[config.mk]
export PLATFORM = sky130hd
export DESIGN_NAME = irq_route_top
export DESIGN_NICKNAME = d
export VERILOG_FILES = /design/src/rtl/irq_route_pkg.sv /design/src/rtl/irq_line_classify.sv /design/src/rtl/irq_mode_track.sv /design/src/rtl/irq_pin_router.sv /design/src/rtl/irq_route_top.sv
export SDC_FILE = /design/constraint.sdc
export NUM_CORES = 1
export LEC_CHECK = 0
export BUFFER_PORTS_ARGS = -buffer_cell sky130_fd_sc_hd__buf_2
export CELL_PAD_IN_SITES_DETAIL_PLACEMENT = 0
export CELL_PAD_IN_SITES_GLOBAL_PLACEMENT = 2
export CORE_MARGIN = 5
export CORE_UTILIZATION = 11
export DETAILED_ROUTE_END_ITERATION = 10
export PLACE_DENSITY_LB_ADDON = 0.2
export SYNTH_ARGS = -nofsm -noshare
export SYNTH_HDL_FRONTEND = slang
export SYNTH_SLANG_ARGS = --single-unit
export TNS_END_PERCENT = 50
[constraint.sdc]
create_clock -name clk -period 1.9 [get_ports clk]
set_input_delay 0.475 -clock clk [delete_from_list [all_inputs] [get_ports clk]]
set_output_delay 0.475 -clock clk [all_outputs]
set_load 0.01 [all_outputs]
[src/rtl/irq_route_pkg.sv]
package irq_route_pkg;

  typedef enum logic [1:0] {
    MODE_PROBE  = 2'd0,
    MODE_LEGACY = 2'd1,
    MODE_FIXED  = 2'd2
  } route_mode_e;

  localparam int PINS_PER_DEV = 4;
  localparam int DEVNUM_W     = 5;

  // Code 3 on the preload input is folded onto the undecided state.
  function automatic route_mode_e decode_init(input logic [1:0] code);
    case (code)
      2'd1:    return MODE_LEGACY;
      2'd2:    return MODE_FIXED;
      default: return MODE_PROBE;
    endcase
  endfunction

  // Target output for pin n of a device in slot s.
  function automatic logic [1:0] pin_target(input logic [1:0] slot,
                                            input logic [1:0] pin,
                                            input logic       legacy,
                                            input logic       alt);
    logic [1:0] rot;
    rot = alt ? 2'd3 : 2'd2;
    return legacy ? pin : (slot + pin + rot);
  endfunction

endpackage

[src/rtl/irq_line_classify.sv]
module irq_line_classify
  import irq_route_pkg::*;
#(
  parameter int VAL_W      = 8,
  parameter int BASE_LINE  = 27,
  parameter int HIGH_OFS   = 64,
  parameter int SHARE_SLOT = 2
) (
  input  logic [1:0]       slot,
  input  logic [VAL_W-1:0] line_val,
  output route_mode_e      verdict
);

  localparam logic [VAL_W-1:0] BASE_V = VAL_W'(BASE_LINE);
  localparam logic [VAL_W-1:0] HIGH_V = VAL_W'(HIGH_OFS);

  logic [VAL_W-1:0] swz_v;
  logic [VAL_W-1:0] swz_hi_v;

  assign swz_v    = BASE_V + VAL_W'(slot);
  assign swz_hi_v = swz_v + HIGH_V;

  always_comb begin
    if (line_val == BASE_V)
      verdict = (slot == 2'(SHARE_SLOT)) ? MODE_PROBE : MODE_LEGACY;
    else if (line_val == swz_v || line_val == swz_hi_v)
      verdict = MODE_LEGACY;
    else
      verdict = MODE_FIXED;
  end

endmodule

[src/rtl/irq_mode_track.sv]
module irq_mode_track
  import irq_route_pkg::*;
(
  input  logic        clk,
  input  logic        rst,
  input  logic [1:0]  init_mode,
  input  logic        wr_valid,
  input  logic        ofs_match,
  input  logic        alt_rot,
  input  route_mode_e verdict,
  output route_mode_e mode_q
);

  logic probe_hit;
  assign probe_hit = wr_valid && ofs_match && !alt_rot && (mode_q == MODE_PROBE);

  always_ff @(posedge clk) begin
    if (rst)
      mode_q <= decode_init(init_mode);
    else if (probe_hit)
      mode_q <= verdict;
  end

  AST_MODE_LEGAL: assert property (@(posedge clk) disable iff (rst)
    mode_q != 2'd3);
  AST_LOCK_STICKY: assert property (@(posedge clk) disable iff (rst)
    (mode_q != MODE_PROBE) |=> $stable(mode_q));
  AST_ALT_NO_DETECT: assert property (@(posedge clk) disable iff (rst)
    alt_rot |=> $stable(mode_q));
  AST_OFS_FILTER: assert property (@(posedge clk) disable iff (rst)
    (!wr_valid || !ofs_match) |=> $stable(mode_q));

endmodule

[src/rtl/irq_pin_router.sv]
module irq_pin_router
  import irq_route_pkg::*;
#(
  parameter int                            NUM_DEV  = 2,
  parameter logic [NUM_DEV*DEVNUM_W-1:0]   DEV_NUMS = {5'd13, 5'd11}
) (
  input  logic [NUM_DEV*PINS_PER_DEV-1:0] pins,
  input  logic                            legacy,
  input  logic                            alt,
  output logic [PINS_PER_DEV-1:0]         route
);

  logic [PINS_PER_DEV-1:0] contrib [NUM_DEV];

  for (genvar d = 0; d < NUM_DEV; d++) begin : g_dev
    localparam logic [1:0] SLOT = DEV_NUMS[d*DEVNUM_W +: 2];
    always_comb begin
      contrib[d] = '0;
      for (int n = 0; n < PINS_PER_DEV; n++) begin
        if (pins[d*PINS_PER_DEV + n])
          contrib[d][pin_target(SLOT, 2'(n), legacy, alt)] = 1'b1;
      end
    end
  end

  always_comb begin
    route = '0;
    for (int d = 0; d < NUM_DEV; d++) route = route | contrib[d];
  end

endmodule

[src/rtl/irq_route_top.sv]
module irq_route_top
  import irq_route_pkg::*;
#(
  parameter int                          ADDR_W   = 24,
  parameter int                          DATA_W   = 32,
  parameter int                          NUM_DEV  = 2,
  parameter logic [NUM_DEV*DEVNUM_W-1:0] DEV_NUMS = {5'd13, 5'd11},
  parameter logic [7:0]                  LINE_OFS = 8'h3C
) (
  input  logic                            clk,
  input  logic                            rst,
  input  logic [1:0]                      init_mode,
  input  logic                            alt_rot,
  input  logic                            cfg_wr_valid,
  input  logic [ADDR_W-1:0]               cfg_wr_addr,
  input  logic [DATA_W-1:0]               cfg_wr_data,
  input  logic [NUM_DEV*PINS_PER_DEV-1:0] dev_pins,
  output logic [PINS_PER_DEV-1:0]         irq_out
);

  localparam int SLOT_LSB = 11;

  route_mode_e             mode_q;
  route_mode_e             verdict;
  logic                    ofs_match;
  logic [PINS_PER_DEV-1:0] route;

  assign ofs_match = (cfg_wr_addr[7:0] == LINE_OFS);

  irq_line_classify #(.VAL_W(8)) u_cls (
    .slot     (cfg_wr_addr[SLOT_LSB +: 2]),
    .line_val (cfg_wr_data[7:0]),
    .verdict  (verdict)
  );

  irq_mode_track u_mode (
    .clk       (clk),
    .rst       (rst),
    .init_mode (init_mode),
    .wr_valid  (cfg_wr_valid),
    .ofs_match (ofs_match),
    .alt_rot   (alt_rot),
    .verdict   (verdict),
    .mode_q    (mode_q)
  );

  irq_pin_router #(.NUM_DEV(NUM_DEV), .DEV_NUMS(DEV_NUMS)) u_rt (
    .pins   (dev_pins),
    .legacy (mode_q == MODE_LEGACY),
    .alt    (alt_rot),
    .route  (route)
  );

  always_ff @(posedge clk) begin
    if (rst) irq_out <= '0;
    else     irq_out <= route;
  end

  AST_QUIET_IN: assert property (@(posedge clk) disable iff (rst)
    (dev_pins == '0) |=> (irq_out == '0));
  AST_OUT_BOUNDED: assert property (@(posedge clk) disable iff (rst)
    1'b1 |=> ($countones(irq_out) <= $countones($past(dev_pins))));
  AST_LEGACY_PASS: assert property (@(posedge clk) disable iff (rst)
    (mode_q == MODE_LEGACY && dev_pins[3:0] != 4'd0) |=> (irq_out != 4'd0));

endmodule

== Yosys cells after proc, flatten, opt, wreduce, memory -nomap -nowiden ==
Cells that the tools add are included.
Word-level totals
  bits in registers: 6
  input bits: 70
  output and inout port bits: 4
  word-level logic and storage cells: 92
Cells by class
  $add $sub $neg: 5
  magnitude comparators: 16
  equality and inequality tests: 8
  mux-type cells: 39
  bitwise gates (word level): 7
  reductions and logical operators: 15
Operators by type and width (number)
  4-bit two-way mux: 8
  4-bit bitwise OR: 7
  2-bit by 3-bit < comparator with 1-bit output (second input constant): 8
  2-bit two-way mux: 12
  1-bit demux with 2-bit select: 8
  8-bit == test: 2
  2-bit by 1-bit >= comparator with 1-bit output (second input constant): 8
  1-bit logical AND: 11
  1-bit two-way mux: 10
  8-bit by 7-bit adder with 8-bit output (second input constant): 1
  8-bit by 5-bit == test with 1-bit output (second input constant): 1
  8-bit by 6-bit == test with 1-bit output (second input constant): 1
  5-bit by 2-bit adder with 6-bit output (first input constant): 1
  2-bit adder (first input constant): 2
  2-bit by 1-bit == test with 1-bit output (second input constant): 2
  2-bit == test (second input constant): 2
  2-bit case mux with 2 select lines: 1
  1-bit by 2-bit adder with 2-bit output (first input constant): 1
  2-bit zero test: 1
  2-bit nonzero test: 1
  1-bit zero test: 1
  1-bit logical OR: 1

== Longest topological paths before layout ==
  word-level depth: 15
  gate-level depth with buffers: 6
  mapped depth without buffers: 6

== By module ==
A second synthesis with hierarchy kept.
Second synthesis, totals
  cells, all modules: 52
  area total of the unflattened synthesis: 474.2 um^2
Modules (own cells, without submodules)
  irq_route_top: times used 1, cells an instance 12, area an instance 138.9 um^2, seq. area each 80.1 um^2
  irq_line_classify: times used 1, cells an instance 14, area an instance 115.1 um^2, seq. area each 0.0 um^2
  irq_mode_track: times used 1, cells an instance 9, area an instance 111.4 um^2, seq. area each 60.1 um^2
  irq_pin_router: times used 1, cells an instance 17, area an instance 108.9 um^2, seq. area each 0.0 um^2

== Least setup slack after synthesis ==
No wires, ideal clock.
  path kind: input-to-reg
  start point: input alt_rot
  end point: register u_mode.mode_q[0], enable pin
  library setup time: 298 ps
  arrival time: 1365 ps
  data required time: 1602 ps
  path slack: 237 ps
  stages: 3
  buffers on the path: 0
  cell sequence: or4b_1 > nor4_1 > a41o_1
On the way
  word-level cells in the longest chain between the ends: 4
Ends and longest elaborated chain
  start: declaration: line irq_route_top.sv:13  | input logic alt_rot,
  1-bit zero test: line irq_mode_track.sv:15  | assign probe_hit = wr_valid && ofs_match && !alt_rot && (mode_q == MODE_PROBE);
  1-bit logical AND (2 in series): line irq_mode_track.sv:15
  2-bit nonzero test (no source line)
  end signal: assignment: line irq_mode_track.sv:19  | mode_q <= decode_init(init_mode);
  end signal: assignment: line irq_mode_track.sv:21  | mode_q <= verdict;
  end: declaration: line irq_mode_track.sv:11  | output route_mode_e mode_q
No other way between the ends.
A chain may end at the register's enable or synchronous reset.

== Final worst setup path ==
  start point: register u_mode.mode_q[1]
  end point: register u_mode.mode_q[0], enable pin
On the way
  word-level cells in the longest chain between the ends: 3
Ends and longest elaborated chain (line)
  2-bit zero test: irq_mode_track.sv:15
  1-bit logical AND: irq_mode_track.sv:15
  2-bit nonzero test (no source line)
No other way between the ends.

==> run summary <==
The run finished with clean final reports. The arrival time at the worst endpoint was 1650 ps. Most frequently used cell type in the post-synthesis netlist: o21ai_0. The fraction of power spent switching nets was 0.247.

In this run the most critical hold path is launched from dev_pins[0]. The number of flip-flops and latches in the synthesized netlist works out to 6. The antenna violation net count after detailed routing came out at 0.

Synthesized instance count: 53. The global-route wire length before repair was 2330 microns. The tools report the total count of hold-check failures in the final report as 0.

The tools report the initial core utilization as 0.112. In this run the worst hold path is classified as primary input to flop. Setup repair after global routing left no endpoint under its margin.

The synthesized design contains 2 enable-type register cells. The ratio of cells with drive above 1 in the final layout was 0.478. The total of warnings raised by yosys was 0. The number of top-level design ports is 74, and the number of antenna violations at the first check in global routing is 0. After synthesis, the cell types taking the most area are dfxtp_1 (18%), edfxtp_1 (13%), o21ai_0 (7.9%). The endpoint type of the worst setup path was a flop.

The floorplan step set the die height to 73.6 microns. The logs give 1 for the number of H-tree levels and 1270 microns for the detailed placer's ending HPWL. The clock reaches the later pin of the worst-skew pair after 220 ps. The antenna cell count was 0; the clock power share was 0.447. In this run the critical register-to-register path is launched from u_mode.mode_q[1].

Routed via count divided by cell count: 3.62. The leakage power summed over all cells is 0.331 nW. Buffers added to address setup during post-CTS repair amount to 0.

Cell internal power was estimated by the tool at 0.345 mW. The upper clock frequency limit was 582 MHz; the sequential share of power was 0.325. Post-CTS repair changed the size of 0 cells. The tools report the worst-case setup margin in the final layout as 182 ps.

At the end of the flow, the number of nets in the layout was 165. The analysis attributes to net switching a power of 0.113 mW. The final worst clock skew was 2.63 ps. The utilization of the core after routing is 0.183, and the number of buffers inserted during clock tree synthesis is 3.

The number of distinct standard cells referenced by the synthesized netlist is 23. The share of the clock period used by the worst path after layout was 0.904. The count of input and output buffers was 35. The largest net degree at the start of global routing is 10, and the top cell type's share of synthesized area is 0.180. The aggregate negative setup slack was 0 ps.

The headroom to the max-slew limit was 0.802; the routability congestion estimate from global placement was 0.703. The die covers 0.00542 sq mm. The first TritonRoute pass finished after 2 iterations. The async set-reset flop share out of synthesis came out at 0. Relative contribution of combinational cells to total power: 0.228. The cell accounting for the most synthesized area is dfxtp_1. The via count of the first global-routing pass was 553; the net count after synthesis was 125. In this run the core area contains 23 standard-cell rows. Data on the critical path is required at its endpoint by 1830 ps. The total area inside the core boundary comes to 0.00397 sq mm. STA classifies the critical path startpoint as a flop.

The clock transition at the registers of the reported paths works out to 40 ps. By startpoint and endpoint, the worst setup path is classified as flop to flop. CTS saw 6 sinks. The run gives 0 as the total of endpoints with negative setup slack in the final report. The tools report the maximum ir drop on the vdd rail as 0.129 mV. The cell area that synthesis handed to floorplanning was 445 sq um. The share of the yosys chip area belonging to registers came out at 0.315.

The main flop type after synthesis was dfxtp_1. The tools report the number of pins exceeding their max-slew limit in the final report as 0. TritonCTS built the clock tree. The final critical path time including I/O delays and setup is 1720 ps. No sink is reached through more buffers than the 2 on the longest clock path.

Max-cap violations in this run came to 0. The first routing iteration left 30 violations. Dividing total power by cell area gives a power density of 630 mW/mm^2. The width of the chip was 73.6 microns; the slew at the pin closest to its max-slew limit was 296 ps. The per-cell routed wire length was 10.4 microns. The quantity of hold-fixing buffers added after cts is 0, and the power after layout is 0.459 mW.

Before CTS, the worst setup slack after placement is 29.4 ps. Compared with the post-synthesis result, the final layout area differs by 63.5%. Total number of vias: 514. Clock tree synthesis selected as its root buffer the cell clkbuf_8. The peak fanout along the critical path was 3. The commonest cells after synthesis are o21ai_0 (7), a21oi_1 (5), dfxtp_1 (4), nor2_1 (4). Synthesized area per cell: 8.40 sq um.

The tools report the global-route usage over all layers as 0.0566. The final wirelength was 1470 microns. For this run, design rule violations remaining after detail routing come to 0.

Summed over all layers, the global routing overflow is 0. The critical path starts at u_mode.mode_q[1].
==> metal layers <==
metal / GRT usage / wire length (microns)
met1: 0.0638 / 607
met2: 0.0945 / 741
met4: 0.0362 / 28
met3: 0.0137 / 93
met5: 0 / 0
==> cell usage in the layout (no fill, tap or decap) <==
| cell | instances |
|---|---|
| or2_2 | 2 |
| dfxtp_1 | 4 |
| a41o_1 | 1 |
| o21ai_0 | 7 |
| nand4bb_1 | 2 |
| nand2b_1 | 1 |
| inv_1 | 2 |
| clkbuf_8 | 3 |
| nand3_1 | 3 |
| or4_2 | 2 |
| xor2_1 | 3 |
| mux2_2 | 1 |
| nand2_1 | 3 |
| a21oi_1 | 5 |
| nor2_1 | 4 |
| buf_2 | 35 |
| nor2b_1 | 1 |
| edfxtp_1 | 2 |
| or4b_1 | 1 |
| nor4_1 | 1 |
| o31ai_1 | 1 |
| clkbuf_1 | 1 |
| buf_4 | 1 |
| nand3b_1 | 2 |
| ha_1 | 2 |
| a31oi_1 | 2 |
==> path summary, 6_finish.rpt <==
path,end,slack (ps),cells after the start
worst max register to register,u_mode.mode_q[0],180,3
worst min register to register,irq_out[1],640,3
worst min-delay path,irq_out[0],530,3
worst max-delay path,u_mode.mode_q[0],180,3
==> per-stage QoR <==
step / cells / cell area, sq um / hold slack [ps]
final: 142 / 728 / 532
after global routing: 142 / 728 / 545
after CTS: 142 / 728 / 534
after detailed placement: 138 / 683 / 641
after global placement: 138 / 683 / 640
after floorplan: 53 / 445 / 561
==> registers in the layout (all words and copies together) (netlist names) <==
name,flops
irq_out,4
u_mode.mode_q,2
==> final cells by class <==
| type | instances | area (sq um) |
|---|---|---|
| Fill cell | 468 | 3240 |
| Multi-Input combinational cell | 44 | 290 |
| Timing Repair Buffer | 36 | 183 |
| Sequential cell | 6 | 140 |
| Tap cell | 50 | 62.6 |
| Clock buffer | 4 | 45.0 |
| Inverter | 2 | 7.51 |
==> cell families (layout without fill, tap and decap cells) <==
kind of cell,after synthesis,count (layout),share of synthesized area
compound gates,16,16,0.202
xor+xnor,3,3,0.0590
fa+ha+maj,2,2,0.0562
buf+inv,3,42,0.0337
flops,6,6,0.315
mux,1,1,0.0253
simple gates,22,22,0.309
==> power groups by stage <==
stage,Combinational (mW),Sequential (mW),Clock (mW)
after floorplan,0.0470,0.155,0
after CTS,0.108,0.149,0.219
final,0.104,0.149,0.205
after global placement,0.108,0.151,0
after detailed placement,0.107,0.151,0
after global routing,0.119,0.151,0.224
==> critical path, cell delays in order, from the launching register on <==
cell,delay [ps]
edfxtp_1,390
or4b_1,530
nor4_1,260
a41o_1,250
Power figures use the tool's default switching activity.
